<file path="src/rtl/nib_cell_rx.sv">
module nib_cell_rx #(
  parameter int CELL_BYTES = 53,
  parameter int HALF       = 1
) (
  input  logic       clk,
  input  logic       rst_n,
  input  logic       cell_avail,
  input  logic       frame_in,
  input  logic [3:0] nib_in,
  output logic       tx_clk,
  output logic [7:0] byte_out,
  output logic       byte_valid,
  output logic       first_byte,
  output logic       frame_err
);
  localparam int NIBS = 2 * CELL_BYTES;
  localparam int NW   = $clog2(NIBS);
  localparam int CW   = $clog2(HALF + 1);

  logic [CW-1:0] ph;
  logic [NW-1:0] nib_cnt;
  logic [3:0]    hi_nib;
  logic          busy;

  wire go     = cell_avail | busy;
  wire ph_end = (ph == CW'(HALF - 1));
  wire rise   = !tx_clk && go && ph_end;

  always_ff @(posedge clk) begin
    if (!rst_n) begin
      tx_clk <= 1'b0;
      ph     <= '0;
    end else if (tx_clk || go) begin
      if (ph_end) begin
        ph     <= '0;
        tx_clk <= ~tx_clk;
      end else begin
        ph <= ph + CW'(1);
      end
    end else begin
      ph <= '0;
    end
  end

  always_ff @(posedge clk) begin
    if (!rst_n) begin
      busy       <= 1'b0;
      nib_cnt    <= '0;
      hi_nib     <= '0;
      byte_out   <= '0;
      byte_valid <= 1'b0;
      first_byte <= 1'b0;
      frame_err  <= 1'b0;
    end else begin
      byte_valid <= 1'b0;
      first_byte <= 1'b0;
      frame_err  <= 1'b0;
      if (rise) begin
        if (frame_in) begin
          frame_err <= busy;
          busy      <= 1'b1;
          nib_cnt   <= '0;
        end else if (busy) begin
          if (!nib_cnt[0]) begin
            hi_nib <= nib_in;
          end else begin
            byte_out   <= {hi_nib, nib_in};
            byte_valid <= 1'b1;
            first_byte <= (nib_cnt == NW'(1));
          end
          if (nib_cnt == NW'(NIBS - 1)) busy <= 1'b0;
          nib_cnt <= nib_cnt + NW'(1);
        end
      end
    end
  end

  a_r2_idle_stays_low: assert property (@(posedge clk) disable iff (!rst_n)
    (!tx_clk && !cell_avail && !busy) |=> !tx_clk);

  a_r7_cell_not_paused: assert property (@(posedge clk) disable iff (!rst_n)
    (busy && !tx_clk && ph_end) |=> tx_clk);

  a_r6_first_with_valid: assert property (@(posedge clk) disable iff (!rst_n)
    first_byte |-> byte_valid);

  a_r6_valid_one_cycle: assert property (@(posedge clk) disable iff (!rst_n)
    byte_valid |=> !byte_valid);

  a_r8_err_inside_cell: assert property (@(posedge clk) disable iff (!rst_n)
    frame_err |-> $past(busy));

  a_r4_sample_on_rise: assert property (@(posedge clk) disable iff (!rst_n)
    byte_valid |-> $rose(tx_clk));
endmodule

</file>
<file path="config.mk">
export PLATFORM = sky130hd
export DESIGN_NAME = nib_cell_rx
export DESIGN_NICKNAME = d
export VERILOG_FILES = /design/src/rtl/nib_cell_rx.sv
export SDC_FILE = /design/constraint.sdc
export NUM_CORES = 1
export LEC_CHECK = 0
export BUFFER_PORTS_ARGS = -buffer_cell sky130_fd_sc_hd__buf_2
export CORE_UTILIZATION = 35
export DETAILED_ROUTE_END_ITERATION = 8
export GPL_TIMING_DRIVEN = 0
export PLACE_DENSITY = 0.64
export SLEW_MARGIN = 5
export SYNTH_ARGS = -nofsm -noshare
export SYNTH_HDL_FRONTEND = slang
export SYNTH_SLANG_ARGS = --single-unit
</file>
<file path="constraint.sdc">
create_clock -name clk -period 1.4 [get_ports clk]
set_input_delay 0.14 -clock clk [delete_from_list [all_inputs] [get_ports clk]]
set_output_delay 0.14 -clock clk [all_outputs]
set_load 0.005 [all_outputs]
</file>
==> impl_results.md, run 1 <==
* Status: complete, but fails checks
* Failing checks: negative setup slack
* Peak Freq at 707 MHz
* H-tree depth at 1
* Clock-pin slew on the worst setup and hold paths at 140 ps
* Clock root buffer: clkbuf_4
* Sequential share of the synthesized area at 47.6%
* Worst endpoint required time at 1610 ps
* Setup WS post-layout at -14.5 ps
* Final wirelength at 2.63 mm
* Placed cell count at 173
* Initial Utilization at 37.5%
* Vert. Die Dim at 56.8 um
* Unique cell type count in the Yosys netlist at 26
* RePlAce Congestion at 0.781
* Fillers at 283
* Mapped Nets at 133
* DR vias at 1030
* Clock Skews at 4.93 ps
* Max cap viols at 0
* Tcrit/Tclk final at 101%
* Overflow after GRT at 0
* Yosys warns at 0
* Critical path class: reg2reg
* Num CTS Buffers at 3
* Syn-to-layout area delta at 28.5%
* Final cell count without fillers at 181
* Xor-xnor portion of the synthesized cell area at 0%
* Simple-Gate Fraction of Synth Area at 22.5%
* Buffer levels on the longest clock path at 2
* Initial DRC count at 20
* Final nets at 161
* # IOs at 20
* Placed cell area at 1200 sq um
* PwrDens at 855 nW/um^2
* Die Wd at 56.8 um
* Final design utilization at 48.1%
* Share of layout cells above drive strength 1 at 34.0%
* Die area at 3230 sq um
* Initial antenna violation count at 0
* Critical-path maximum fanout at 8
* Vias/cell at 5.69
* VDD IR max at 0.000381 V
* Worst-Skew Late Latency at 310 ps
* Largest net degree at the start of global routing at 15
* PortBufs at 19
* GRT Overall Usage at 16.0%
* Yosys reg bits at 25
* Row Count at 19
* Global-route wire length before repair at 4.04 mm
* CP Launch Type: flop
* Fin area at 1350 sq um
* DRT antenna net count at 0
* Dpl hpwl at 1.68 mm
* Post-synthesis cell count at 123
* EDFF count, synth at 0
* Final Hold Fails at 0
* Core area at 2810 sq um
* CTS tree: yes
* RSZ-0062 raised after global routing: true
* ANT cells at 0
* Min-delay worst type: in2reg
* Synth Area in Adders at 2.38%
* Sink Count at 25
* Top FF cell, synth: dfxtp_1
* LEAKAGE at 0.488 nW
* Kind of end point of the critical path: flop
* Worst EP arrival at 1620 ps
* Main combinational cell family by area after synthesis: simple AND/OR/NAND/NOR gates
* DR DRC count at 0
* Finish-stage setup viols at 1
* Hold bufs inserted after CTS at 0
* Wire length per cell at 14.5 um
* Avg Cell Area, Syn at 8.54 sq um
* Vias in the first global route at 938
* Total power at 1.15 mW
* Compound-Gate Fraction of Synth Area at 22.3%
* Multiplexer area fraction after synthesis at 0%
* Final max-slew violation count at 0
* Post-Syn Area at 1050 sq um
* Tmin final at 1410 ps
* Post-synth ARST share at 0%
* First-pass iteration count of the detailed router at 4
* Most frequent cells in the layout: 20 x a21oi_1, 20 x buf_2, 20 x dfxtp_1, 16 x nand3_1, 6 x o21ai_0
==> report_power, final <==
| group | leakage, nW | switching, mW | internal [mW] |
|---|---|---|---|
| Combinational | 0.265 | 0.0643 | 0.0411 |
| Sequential | 0.205 | 0.0142 | 0.714 |
| Clock | 0.0177 | 0.213 | 0.107 |
==> cell usage after synthesis, types with 2 or more instances <==
cell	n	share of area, %
nor2_1	2	0.71
or4_1	5	3.6
nand2_1	3	1.1
and3_1	2	1.2
o21ai_0	14	6.7
a21oi_1	21	10
clkbuf_1	5	1.8
nor3_1	3	1.4
nand3_1	16	7.6
buf_2	2	0.95
dfxtp_1	25	48
ha_1	2	2.4
o31ai_1	6	4.3
inv_1	5	1.8
==> sequential cells by signal, indices dropped and copies added, names as in the netlist <==
register	count
busy	1
byte_out	8
byte_valid	1
first_byte	1
frame_err	1
hi_nib	4
nib_cnt	7
ph	1
tx_clk	1
==> cell families after synthesis <==
logic type      count (synthesis)
simple gates                   39
flops                          25
other cells                     1
fa+ha+maj                       2
buf+inv                        13
compound gates                 43
==> repair_timing <==
action                     in CTS  in global routing
pin swaps                       2                  5
setup endpoints to repair      16                 18
setup buffers                   2                  3
resized for setup              19                 18
cloned                          0                  1
==> worst paths after layout <==
| check | cells after the start | from | end | slack, ps |
|---|---|---|---|---|
| setup / recovery | 3 | tx_clk | byte_out[7] | -10 |
| setup reg to reg | 3 | tx_clk | byte_out[7] | -10 |
| hold / removal | 3 | nib_in[3] | byte_out[3] | 80 |
| hold reg to reg | 2 | hi_nib[3] | hi_nib[3] | 480 |
==> worst max-delay path, cell delays in order, from the launching register on <==
cell     delay (ps)
dfxtp_4         410
or4b_4          590
o21ai_0         210
a21oi_1         100
==> metrics by stage <==
| step | TNS [ps] | worst slack [ps] | hold slack, ps |
|---|---|---|---|
| floorplan | -4.20 | -4.20 | 288 |
| global placement | -1410 | -126 | 410 |
| detailed placement | -1940 | -188 | 416 |
| CTS | 0 | 6.57 | 73.3 |
| global route | -242 | -100 | 68.9 |
| finish | -14.5 | -14.5 | 81.0 |
==> per-layer routing <==
| metal | up-vias | wire length [um] | GRT usage (%) | share of wire [%] |
|---|---|---|---|---|
| met2 | 12 | 1290 | 26.2 | 49 |
| li1 | 519 | - | - | - |
| met5 | - | 0 | 0 | 0 |
| met3 | 2 | 57 | 3.23 | 2.2 |
| met4 | 0 | 27 | 7.32 | 1.0 |
| met1 | 497 | 1260 | 20.1 | 48 |
==> cell type report <==
| type | instances | area (sq um) | share of cell area (%) |
|---|---|---|---|
| repair buffers | 24 | 130 | 9.64 |
| flip-flops and latches | 25 | 519 | 38.5 |
| plain buffers | 5 | 25.0 | 1.85 |
| well taps | 31 | 38.8 | 2.87 |
| inverters | 6 | 22.5 | 1.67 |
| multi-input cells | 86 | 587 | 43.5 |
| clock buffers | 3 | 22.5 | 1.67 |
| clock inverters | 1 | 5.00 | 0.371 |
(Power assumes the default switching activity.)
==> inputs of run 2 (changes only) <==
--- a/config.mk
+++ b/config.mk
@@ -10,6 +10,7 @@
 export DETAILED_ROUTE_END_ITERATION = 8
 export GPL_TIMING_DRIVEN = 0
 export PLACE_DENSITY = 0.64
+export SKIP_LAST_GASP = 1
 export SLEW_MARGIN = 5
 export SYNTH_ARGS = -nofsm -noshare
 export SYNTH_HDL_FRONTEND = slang
==> impl_results.md, run 2 (same netlist as run 1, synthesis figures left out) <==
* Status: complete, but fails checks
* Failing checks: negative setup slack
* Worst EP arrival at 1620 ps (about the same)
* Net switching power at 0.293 mW (+0.39%)
* Share of layout cells above drive strength 1 at 33.3% (-0.67 points)
* Family with the most delay on the worst path: simple AND/OR/NAND/NOR gates
* R2R depth at 3 (unchanged)
* Largest net degree at the start of global routing at 15 (unchanged)
* Hold bufs inserted after CTS at 0 (unchanged)
* Final wirelength at 2.63 mm (-0.11%)
* Vert. Die Dim at 56.8 um (unchanged)
* Part of the power in the clock network at 27.8% (about the same)
* Crit path to: byte_out[7]
* # IOs at 20 (unchanged)
* Core area at 2810 sq um (unchanged)
* Kind of end point of the critical path: flop
* Clock root buffer: clkbuf_4
* Switching share of power at 25.3% (+0.073 points)
* Die Wd at 56.8 um (unchanged)
* Top flop regs: byte_out (8), nib_cnt (7), hi_nib (4)
* Tmin final at 1410 ps (-8.15 ps)
* Peak Freq at 711 MHz (+0.58%)
* R2R setup slack at -6 ps (about the same)
* Row Count at 19 (unchanged)
* Vias/cell at 5.73 (+0.68%)
* Worst r2r dst: byte_out[7]
* CP Launch Type: flop
* R2r startpoint: tx_clk
* Initial Utilization at 37.5% (unchanged)
* WL met2 at 1.28 mm (-1.1%)
* Dpl hpwl at 1.68 mm (unchanged)
* Final nets at 161 (unchanged)
* H-tree depth at 1 (unchanged)
* Worst endpoint required time at 1610 ps (about the same)
* Crit path largest cell delay at 590 ps (about the same)
* Most frequent cells in the layout: 20 x a21oi_1, 20 x buf_2, 20 x dfxtp_1, 16 x nand3_1
* Initial antenna violation count at 0 (unchanged)
* Final max-slew violation count at 0 (unchanged)
* Syn-to-layout area delta at 28.1%
* Vias in the first global route at 938 (unchanged)
* Critical path class: reg2reg
* Met3 wire length at 76 um (+33%)
* Finish-stage setup viols at 1 (unchanged)
* Design internal power at 0.862 mW (about the same)
* ANT cells at 0 (unchanged)
* Top reg by flops: byte_out
* RSZ-0062 raised after global routing: true
* Overflow after GRT at 0 (unchanged)
* HP Start: nib_in[3]
* Clock Skews at 6.30 ps (+1.37 ps)
* Worst Setup SP: tx_clk
* Part of the power in combinational logic at 9.1% (about the same)
* Final design utilization at 48.0% (-0.13 points)
* PortBufs at 19 (unchanged)
* Cells along the critical path: or4b_4 -> o21ai_0 -> a21oi_1
* Tcrit/Tclk final at 100% (-0.58 points)
* Clock-pin slew on the worst setup and hold paths at 140 ps (about the same)
* Num CTS Buffers at 3 (unchanged)
* Min-delay worst type: in2reg
* Worst-Skew Late Latency at 310 ps (about the same)
* First-pass iteration count of the detailed router at 4 (unchanged)
* Global-route wire length before repair at 4.04 mm (unchanged)
* M1 wire length at 1.24 mm (-1.6%)
* Top Layer Used: met4
* PwrDens at 858 nW/um^2 (+0.39%)
* Seq pwr share at 63.1% (about the same)
* DR DRC count at 0 (unchanged)
* CP Buf/Inv Count at 0 (unchanged)
* GRT Overall Usage at 16.0% (unchanged)
* Setup TNS at -6.36 ps (+8.15 ps)
* Critical-path maximum fanout at 8 (unchanged)
* Buffer levels on the longest clock path at 2 (unchanged)
* DR vias at 1037 (+0.68%)
* Max FFs per register at 8 (unchanged)
* Setup WS post-layout at -6.36 ps (+8.15 ps)
* Final Hold Fails at 0 (unchanged)
* Die area at 3230 sq um (unchanged)
* RePlAce Congestion at 0.781 (unchanged)
* VDD IR max at 0.000382 V (+0.49%)
* LEAKAGE at 0.488 nW (-0.10%)
* Stages on worst setup path at 3 (unchanged)
* CTS tree: yes
* Wire length per cell at 14.5 um (-0.11%)
* Initial DRC count at 18 (-10%)
* Critical path's slowest cell: or4b_4
* DRT antenna net count at 0 (unchanged)
* Total power at 1.16 mW (+0.11%)
* Sink Count at 25 (unchanged)
* Max cap viols at 0 (unchanged)
[run 2: cell counts in the layout (fill, tap and decap cells not counted)]
Identical to the previous run, type by type.
[run 2: power by group through the flow]
stage | Clock (mW) | Sequential, mW | Combinational, mW
floorplan | 0 | 0.744 | 0.0485
detailed placement | 0 | 0.748 | 0.0793
CTS | 0.329 | 0.729 | 0.0864
global placement | 0 | 0.747 | 0.0778
global route | 0.362 | 0.731 | 0.114
finish | 0.321 | 0.729 | 0.105
[run 2: through the flow]
step	std cells	setup WS, ps	cell area, sq um	hold slack (ps)
2_1_floorplan	123	-4.20	1070	288
6_report	181	-6.36	1350	76.0
4_1_cts	177	6.57	1270	73.3
5_1_grt	181	-53.8	1350	68.9
3_5_place_dp	173	-188	1200	416
3_3_place_gp	173	-126	1200	410
[run 2: cell type report]
type | count | area, sq um
repair buffers | 24 | 130
plain buffers | 5 | 25.0
fillers | 282 | 1460
inverters | 6 | 22.5
flip-flops and latches | 25 | 519
clock inverters | 1 | 5.00
well taps | 31 | 38.8
multi-input cells | 86 | 583
clock buffers | 3 | 22.5
[run 2: how the worst min path moves through the flow]
stage,endpoint,depth (start not counted)
after floorplan,byte_out[0],2
after global placement,byte_out[3],3
after detailed placement,hi_nib[3],3
after CTS,hi_nib[3],3
after global routing,hi_nib[1],3
final,byte_out[3],3
[run 2: worst register-to-register path: stages, from the launching register on]
cell and delay, ps:
dfxtp_4 410, or4b_4 590, o21ai_0 210, a21oi_1 100
[run 2: repair_timing]
item	CTS	global route
pin swaps	2	5
cloned	0	1
endpoints found under the setup margin	16	18
resized for setup	19	17
setup buffers	2	3
[run 2: routing by layer]
layer	up-vias	GRT usage [%]
li1	515	-
met1	502	20.1
met2	16	26.2
met3	4	3.23
met4	0	7.32
met5	-	0
